--- config.mk ---
export PLATFORM = sky130hd
export DESIGN_NAME = msi_pq_gate
export DESIGN_NICKNAME = d
export VERILOG_FILES = /design/src/rtl/msi_gate_pkg.sv /design/src/rtl/msi_entry_addr.sv /design/src/rtl/msi_pq_decide.sv /design/src/rtl/msi_pq_gate.sv
export SDC_FILE = /design/constraint.sdc
export NUM_CORES = 1
export LEC_CHECK = 0
export BUFFER_PORTS_ARGS = -buffer_cell sky130_fd_sc_hd__buf_2
export CELL_PAD_IN_SITES_DETAIL_PLACEMENT = 0
export CELL_PAD_IN_SITES_GLOBAL_PLACEMENT = 1
export CORE_MARGIN = 3
export CORE_UTILIZATION = 33
export CTS_CLUSTER_SIZE = 12
export DETAILED_ROUTE_END_ITERATION = 7
export PLACE_DENSITY = 0.87
export SLEW_MARGIN = 20
export SYNTH_ARGS = -nofsm -noshare
export SYNTH_HDL_FRONTEND = slang
export SYNTH_SLANG_ARGS = --single-unit
--- constraint.sdc ---
create_clock -name clk -period 3.65 [get_ports clk]
set_input_delay 0.365 -clock clk [delete_from_list [all_inputs] [get_ports clk]]
set_output_delay 0.365 -clock clk [all_outputs]
set_load 0.1 [all_outputs]
--- src/rtl/msi_gate_pkg.sv ---
package msi_gate_pkg;
    localparam int WORD_W     = 64;
    localparam int SRV_W      = 14;
    localparam int PRIO_W     = 8;
    localparam int GEN_W      = 2;
    localparam int ALIGN_BITS = 4;
    localparam int NARROW_SH  = 4;
    localparam int WIDE_SH    = 7;
    localparam int P_OFS      = 4;
    localparam int Q_OFS      = 5;
    localparam logic [PRIO_W-1:0] PRIO_MASKED = 8'hFF;

    typedef enum logic [2:0] {
        S_IDLE, S_RD_REQ, S_RD_WAIT, S_WR_REQ, S_WR_WAIT, S_DELIVER
    } gate_state_e;

    typedef enum logic [1:0] {
        ACT_DROP, ACT_SET_Q, ACT_SET_P
    } pq_action_e;
endpackage

--- src/rtl/msi_entry_addr.sv ---
module msi_entry_addr
    import msi_gate_pkg::*;
#(
    parameter int SRC_W  = 11,
    parameter int ADDR_W = 48
) (
    input  logic [ADDR_W-1:0] base,
    input  logic              wide,
    input  logic [SRC_W-1:0]  src,
    output logic [ADDR_W-1:0] addr
);
    localparam logic [ADDR_W-1:0] BASE_MASK =
        {{(ADDR_W-ALIGN_BITS){1'b1}}, {ALIGN_BITS{1'b0}}};

    logic [ADDR_W-1:0] src_ext;
    logic [ADDR_W-1:0] offset;

    always_comb begin
        src_ext = ADDR_W'(src);
        offset  = wide ? (src_ext << WIDE_SH) : (src_ext << NARROW_SH);
        addr    = (base & BASE_MASK) + offset;
    end
endmodule

--- src/rtl/msi_pq_decide.sv ---
module msi_pq_decide
    import msi_gate_pkg::*;
(
    input  logic [WORD_W-1:0] word,
    input  logic              force_pq,
    output pq_action_e        action,
    output logic [SRV_W-1:0]  server,
    output logic [PRIO_W-1:0] prio,
    output logic [GEN_W-1:0]  gen
);
    logic p_bit, q_bit;
    logic unused_bits;

    always_comb begin
        server = word[63:50];
        gen    = word[26:25];
        prio   = word[7:0];
        p_bit  = word[24] & ~force_pq;
        q_bit  = word[16] & ~force_pq;
        unique case ({p_bit, q_bit})
            2'b00:   action = (prio == PRIO_MASKED) ? ACT_SET_Q : ACT_SET_P;
            2'b10:   action = ACT_SET_Q;
            default: action = ACT_DROP;
        endcase
    end

    assign unused_bits = ^{word[49:27], word[23:17], word[15:8]};
endmodule

--- src/rtl/msi_pq_gate.sv ---
module msi_pq_gate
    import msi_gate_pkg::*;
#(
    parameter int SRC_W  = 11,
    parameter int ADDR_W = 48
) (
    input  logic              clk,
    input  logic              rst_n,
    input  logic              req_valid,
    output logic              req_ready,
    input  logic [SRC_W-1:0]  req_src,
    input  logic              req_force,
    input  logic              cfg_tbl_en,
    input  logic [SRC_W:0]    cfg_tbl_len,
    input  logic [ADDR_W-1:0] cfg_tbl_base,
    input  logic              cfg_wide_entry,
    output logic              busy,
    output logic              mem_req_valid,
    input  logic              mem_req_ready,
    output logic              mem_req_write,
    output logic [ADDR_W-1:0] mem_req_addr,
    output logic [7:0]        mem_req_wdata,
    input  logic              mem_rsp_valid,
    input  logic              mem_rsp_err,
    input  logic [WORD_W-1:0] mem_rsp_data,
    output logic              dlv_valid,
    output logic [SRV_W-1:0]  dlv_server,
    output logic [SRC_W-1:0]  dlv_src,
    output logic [PRIO_W-1:0] dlv_prio
);
    gate_state_e       state, state_nx;
    logic [ADDR_W-1:0] ent_addr_c, ent_addr_q;
    logic [SRC_W-1:0]  src_q;
    logic              force_q;
    pq_action_e        act_c, act_q;
    logic [SRV_W-1:0]  srv_c, srv_q;
    logic [PRIO_W-1:0] prio_c, prio_q;
    logic [GEN_W-1:0]  gen_c, gen_q;
    logic              in_range, accept;

    msi_entry_addr #(.SRC_W(SRC_W), .ADDR_W(ADDR_W)) u_addr (
        .base(cfg_tbl_base), .wide(cfg_wide_entry), .src(req_src), .addr(ent_addr_c)
    );

    msi_pq_decide u_decide (
        .word(mem_rsp_data), .force_pq(force_q), .action(act_c),
        .server(srv_c), .prio(prio_c), .gen(gen_c)
    );

    assign accept   = req_valid && (state == S_IDLE);
    assign in_range = cfg_tbl_en && ({1'b0, req_src} < cfg_tbl_len);

    // next state
    always_comb begin
        state_nx = state;
        unique case (state)
            S_IDLE:    if (accept && in_range) state_nx = S_RD_REQ;
            S_RD_REQ:  if (mem_req_ready) state_nx = S_RD_WAIT;
            S_RD_WAIT: if (mem_rsp_valid)
                           state_nx = (mem_rsp_err || act_c == ACT_DROP) ? S_IDLE : S_WR_REQ;
            S_WR_REQ:  if (mem_req_ready) state_nx = S_WR_WAIT;
            S_WR_WAIT: if (mem_rsp_valid)
                           state_nx = (!mem_rsp_err && act_q == ACT_SET_P) ? S_DELIVER : S_IDLE;
            S_DELIVER: state_nx = S_IDLE;
            default:   state_nx = S_IDLE;
        endcase
    end

    // state register
    always_ff @(posedge clk) begin
        if (!rst_n) state <= S_IDLE;
        else        state <= state_nx;
    end

    // request and entry context
    always_ff @(posedge clk) begin
        if (!rst_n) begin
            ent_addr_q <= '0;
            src_q      <= '0;
            force_q    <= 1'b0;
            act_q      <= ACT_DROP;
            srv_q      <= '0;
            prio_q     <= '0;
            gen_q      <= '0;
        end else begin
            if (accept) begin
                ent_addr_q <= ent_addr_c;
                src_q      <= req_src;
                force_q    <= req_force;
            end
            if (state == S_RD_WAIT && mem_rsp_valid) begin
                act_q  <= act_c;
                srv_q  <= srv_c;
                prio_q <= prio_c;
                gen_q  <= gen_c;
            end
        end
    end

    // outputs
    always_comb begin
        req_ready     = (state == S_IDLE);
        busy          = (state != S_IDLE);
        mem_req_valid = (state == S_RD_REQ) || (state == S_WR_REQ);
        mem_req_write = (state == S_WR_REQ);
        mem_req_addr  = ent_addr_q;
        mem_req_wdata = 8'h01;
        if (state == S_WR_REQ) begin
            if (act_q == ACT_SET_P) begin
                mem_req_addr  = ent_addr_q + ADDR_W'(P_OFS);
                mem_req_wdata = {5'b0, gen_q, 1'b1};
            end else begin
                mem_req_addr  = ent_addr_q + ADDR_W'(Q_OFS);
            end
        end
        dlv_valid  = (state == S_DELIVER);
        dlv_server = srv_q;
        dlv_src    = src_q;
        dlv_prio   = prio_q;
    end

    a_r1_abandon: assert property (@(posedge clk) disable iff (!rst_n)
        (req_valid && req_ready && (!cfg_tbl_en || {1'b0, req_src} >= cfg_tbl_len))
        |=> (!busy && !mem_req_valid));

    a_r9_one_at_a_time: assert property (@(posedge clk) disable iff (!rst_n)
        (req_valid && req_ready && cfg_tbl_en && {1'b0, req_src} < cfg_tbl_len)
        |=> (busy && !req_ready));

    a_r2_addr_align: assert property (@(posedge clk) disable iff (!rst_n)
        mem_req_valid |-> (mem_req_write ? (mem_req_addr[3:0] == 4'd4 || mem_req_addr[3:0] == 4'd5)
                                         : (mem_req_addr[3:0] == 4'd0)));

    a_r2_req_hold: assert property (@(posedge clk) disable iff (!rst_n)
        (mem_req_valid && !mem_req_ready) |=> (mem_req_valid && $stable(mem_req_addr)));

    // Q already set or a read error ends the sequence
    a_r7_q_drop: assert property (@(posedge clk) disable iff (!rst_n)
        (state == S_RD_WAIT && mem_rsp_valid && (mem_rsp_err || (!force_q && mem_rsp_data[16])))
        |=> (state == S_IDLE));

    a_r11_after_ack: assert property (@(posedge clk) disable iff (!rst_n)
        dlv_valid |-> $past(mem_rsp_valid && !mem_rsp_err && state == S_WR_WAIT));

    a_r11_one_cycle: assert property (@(posedge clk) disable iff (!rst_n)
        dlv_valid |=> !dlv_valid);

    a_r5_no_masked_dlv: assert property (@(posedge clk) disable iff (!rst_n)
        dlv_valid |-> (dlv_prio != PRIO_MASKED));
endmodule

======== Word level (Yosys, flattened, before mapping) ========
Cells that the tools add are included.
word-level totals
  register bits after elaboration ......... 89
  latch bits .............................. 0
  memory bits (writable) .................. 0
  ROM bits ................................ 0
  input port bits ......................... 144
  output and inout port bits .............. 94
  word-level logic and storage cells ...... 56
  memories kept ........................... 0
cells by class
  add/sub/neg operators ................... 3
  multiply operators ...................... 0
  div/mod/pow operators ................... 0
  $lt $le $gt $ge ......................... 1
  eq/ne operators ......................... 13
  shifts and indexed selects .............. 0
  muxes and demuxes ....................... 15
  bitwise operators ....................... 3
  reduce and logical (&&, ||, !) cells .... 13
operator list
  kind                   number
  $add 48x3->48 const B  2
  $mux 48                2
  $add 48x18->48         1
  $mux 3                 8
  $mux 18                1
  $pmux 3 s5             1
  $lt 11x12->1           1
  $eq 8x8->1 const B     1
  $ne 2x2->1 const B     4
  $eq 3x2->1 const B     2
  $eq 3x3->1 const B     2
  $logic_and 1x1->1      5
  $reduce_and 5->1       1
  $eq 2x2->1 const B     2
  $logic_not 2->1        2
  $mux 2                 2
  $pmux 2 s2             1
  $eq 3x1->1 const B     1
  $logic_not 3->1        1
  $reduce_bool 3->1      1
  $and 1x1->1            2
  $logic_or 1x1->1       2
  $ne 2x1->1 const B     1
  $logic_not 1->1        1
  $not 1->1              1

======== Longest topological paths before layout ========
  depth after elaboration ................. 9
  gate-level depth with buffers ........... 14
  mapped depth without buffers ............ 11

======== Modules after synthesis ========
From an unflattened synthesis, not the netlist that was laid out.
second synthesis, totals
  cells, all modules ...................... 857
  area, all modules ....................... 6,628.9 um^2
by module, submodules not included
  module          times used  cells an instance  area an instance (um^2)  seq. area each (um^2)
  msi_pq_gate     1           623                4,848.4                  1,781.7
  msi_entry_addr  1           201                1,545.2                  0.0
  msi_pq_decide   1           33                 235.2                    0.0

======== Worst setup path before layout ========
No wires, ideal clock.
  kind .................................... register -> register
  from .................................... register state[1]
  to ...................................... register ent_addr_q[14]
  setup time .............................. 79 ps
  data arrival time ....................... 3,184 ps
  data required time ...................... 3,571 ps
  setup slack ............................. 387 ps
  cell stages (with the launch flop) ...... 9
  path buffers ............................ 3
  clock period less this slack ............ 3,263 ps
  path through ............................ dfxtp_1 > clkbuf_1 > or3_1 > inv_1 > nand2_1 > clkbuf_1 > clkbuf_1 > nand3_1 > o211ai_1
between the ends
  word-level cells in the longest chain between the ends .. 2
ends and longest elaborated chain
  element                 line               RTL
  start, declared         msi_pq_gate.sv:31  gate_state_e state, state_nx;
  start signal, assigned  msi_pq_gate.sv:72  else state <= state_nx;
  $logic_not 3->1         -
  named net req_ready     msi_pq_gate.sv:10  output logic req_ready,
  $logic_and 1x1->1       msi_pq_gate.sv:50  assign accept = req_valid && (state == S_IDLE);
  end signal, assigned    msi_pq_gate.sv:87  ent_addr_q <= ent_addr_c;
  end, declared           msi_pq_gate.sv:32  logic [ADDR_W-1:0] ent_addr_c, ent_addr_q;
The timed path passes the listed nets, and every way through them passes these cells.
A chain may end at the register's enable or synchronous reset.

======== Final worst setup path ========
  from .................................... input cfg_wide_entry
  to ...................................... register ent_addr_q[47]
between the ends
  word-level cells in the longest chain between the ends .. 2
ends and longest elaborated chain
  element          line                  RTL
  start, declared  msi_pq_gate.sv:16     input logic cfg_wide_entry,
  $mux 18          msi_entry_addr.sv:20  offset = wide ? (src_ext << WIDE_SH) : (src_ext << NARROW_SH);
  $add 48x18->48   msi_entry_addr.sv:21  addr = (base & BASE_MASK) + offset;
Every way passes these cells.

==> metrics list <==
* CTS Root Buffer Type: clkbuf_16
* Clock tree from TritonCTS: done
- Cell Area, Placed: 5960 sq um
* Worst endpoint required time: 3.85 ns
- Global routing consumed, over all layers together, 17.5% of the routing resources.
* Simple-gate area share of the yosys netlist: 24.3%
* Number of synthesized flops with an enable pin: 0
* Maximum ir drop on the vdd rail: 227 uV
- Once layout is done, the placed cells without fillers occupy 6310 sq um.
- Post-layout worst setup margin: 0.774 ns
* Cts-stage hold buffer count: 0
- Category of the most critical setup path: input pin to register
* Final standard cell utilization of the core: 43.2%
* Clock sink total: 85
* Num ports: 238
- Pin count of the biggest net entering global routing: 45
- Primary flip-flop cell chosen by synthesis mapping: dfxtp_1
- Worst slack at placement: 0.430 ns
- The initial utilization of the core area, before any placement, comes to 33.9%.
- The mapped netlist covers 4950 sq um.
- In the routed design, unresolved DRC markers number 0.
- Instance count of the mapped netlist: 633
- Setup violations remaining at the end of the flow were counted as 0.
* Placeable core area: 14600 sq um
- After synthesis, flip-flops and latches occupy 34.4% of the total area.
- Startpoint type of the worst setup path: input pin
- Arrival time worst endpoint: 3.08 ns
- First-pass GRT wire length: 23.2 mm
- Pleak: 0.00289 uW
* Hold slack final: 0.244 ns
- Clk_skew: 0.00876 ns
- Portion of netlist area occupied by mux cells: 2.05%
* Power Density: 498 nW/um^2
* Max-cap viol count: 0
- Standard-cell row count: 44
* Number of antenna violations at the first check in global routing: 0
- The post-route netlist has 29.6% of its cells at a drive strength greater than 1.
* Via Count: 5017
- The final count of hold timing violations came to 0.
- Number of buffer cells added on primary ports: 187
- After the last flow step, the layout net total stands at 968.
- Post-synthesis compound-gate area fraction: 21.9%
- In the synthesized netlist, the cells that appear most often are 107 x nand2_1, 85 x dfxtp_1, 74 x a21oi_1, 38 x o21ai_0, 30 x nor2_1.
* Synth warnings: 0
- Via count of the first global-routing pass: 4420
* Die height: 128 um
- Area delta synth->final: 27.4%
* Residual overflow from global routing: 0
* Yosys reg bits: 85
* Largest area contributor in the synthesized netlist: dfxtp_1
- ANT nets after route: 0
* Post-synthesis xor/xnor area fraction: 4.42%
* # diodes: 0
- The routed design has 14.9 mm of wire.
* Gates resized, CTS repair: 0
- The die covers 16500 sq um.
- RSZ-0062 raised after global routing: false
- After clock tree synthesis, the clock-pin slew on the worst setup and hold paths is 0.07 ns.
- In this run, the number of DRC markers left after iteration 0 of detailed routing was 248.
- By area, the combinational part of the netlist is dominated by simple AND/OR/NAND/NOR gates.
* Most common cell in the synthesized netlist: nand2_1
* Transition at the pin with the smallest max-transition slack: 0.882 ns
* Slew Viols, Final: 0
- In this design, the stage delay of the slowest critical-path cell is 0.63 ns.
- The worst pin sits at a relative slew slack of 41.2%.
- DP Wirelength: 11.3 mm
- Clock buffer count from CTS: 9
- By area the synthesized netlist is led by dfxtp_1 34%, nand2_1 8.1%, a21oi_1 7.5%.
- Walking the worst path, the cells encountered are buf_2 > mux2_2 > ha_1 > nand2_1 > nor2_1 > o2111ai_1 > a21oi_1 > o2111ai_1 > xor2_1 > a21oi_1.
- The clock passes through at most 2 buffers.
- The run finished with clean final reports.
- After synthesis, the netlist uses 62 different library cells.
- A synthesized cell averages 7.82 sq um.
- Type of the most critical hold path: input pin to register
- Adder-cell share of the synthesized area: 6.47%
- For this run, the detailed router's first-pass iteration total came to 4.
- Clock network latency to the later pin of the worst-skew pair: 0.35 ns
- Maximum frequency from static timing analysis: 348 MHz
- Placer Congestion: 0.829
* Setup TNS after final layout: 0 ns
- In the final routed layout, each cell accounts on average for 15.1 um.
- Of the available clock period, the critical path in the final layout requires 78.8%.
- STA classifies the critical path endpoint as a register.
* Worst-path maximum fanout: 14
- The clock period could shrink to 2.88 ns.
- H-tree depth: 3
- Via density per instance: 5.08
* CP max-delay cell: a21oi_1
* Share of the synthesized area in the top cell type: 34.4%
- Die X: 128 um
- Share of flip-flops with an asynchronous set or reset: 0%
* Setup Buffers After CTS: 0
[sequential cells by signal, summed over array words and instances (netlist names)]
name and flops:
dlv_prio 8, dlv_server 14, act_q 2, dlv_src 11, gen_q 2, ent_addr_q 44, force_q 1, state 3
[critical path: cells and delay by family]
kind,cells,cell delay [ns]
mux,1,0.38
fa+ha+maj,1,0.42
simple gates,2,0.29
compound gates,4,1.21
xor+xnor,1,0.17
buf+inv,1,0.24
[logic make-up after synthesis]
| kind of cell | after synthesis |
|---|---|
| fa+ha+maj | 25 |
| simple gates | 245 |
| other cells | 2 |
| mux | 9 |
| xor+xnor | 25 |
| flops | 85 |
| compound gates | 173 |
| buf+inv | 69 |
[worst paths after layout]
path / from / endpoint / slack (ns) / cells past startpoint
max reg2reg: state[1] / ent_addr_q[5] / 1.27 / 6
min: mem_rsp_data[54] / dlv_server[4] / 0.24 / 3
min reg2reg: gen_q[0] / gen_q[0] / 0.45 / 2
max: cfg_wide_entry / ent_addr_q[47] / 0.77 / 10
[metrics by stage]
stage	instances	power, uW
floorplan	639	1880
global placement	972	2090
detailed placement	972	2100
CTS	988	3180
global route	988	3280
finish	988	3140
[metal layers]
layer / vias up / global-route usage, % / wire length [um] / share of wire, %
li1: 2564 / - / - / -
met1: 2319 / 23.7 / 6880 / 46
met4: 0 / 7.24 / 329 / 2.2
met3: 21 / 3.15 / 760 / 5.1
met5: - / 0 / 0 / 0
met2: 113 / 27.3 / 6930 / 47
[where the power goes]
part	switching [uW]	internal, uW
Sequential	32.2	995
Clock	396	669
Combinational	824	225
Total	1250	1890
[cell type report]
class,instances,area (sq um)
clock buffer,10,229
fill,1533,8280
inverter,25,93.8
tap,184,230
clock inverter,6,111
sequential,85,1700
timing repair buffer,193,981
multi-input combinational,485,2960
[cells in the final DEF (no fill, tap or decap), drive strengths merged, types with 3 or more instances in the layout]
cell and count:
clkbuf 10, bufinv 3, nand3 19, buf 193, nor2 30, and2 13
xnor2 5, nand2b 4, and3 13, nand4 8, nor4 5, or3 5
nor3 15, dfxtp 85, nand4b 3, ha 24, conb 8, o21ai 39
inv 25, and4 10, a21oi 76, xor2 20, nor2b 8, o211ai 6
a21o 5, a211oi 15, mux2 9, o2111ai 10, a31oi 4, nand2 107
(Power assumes the default switching activity.)
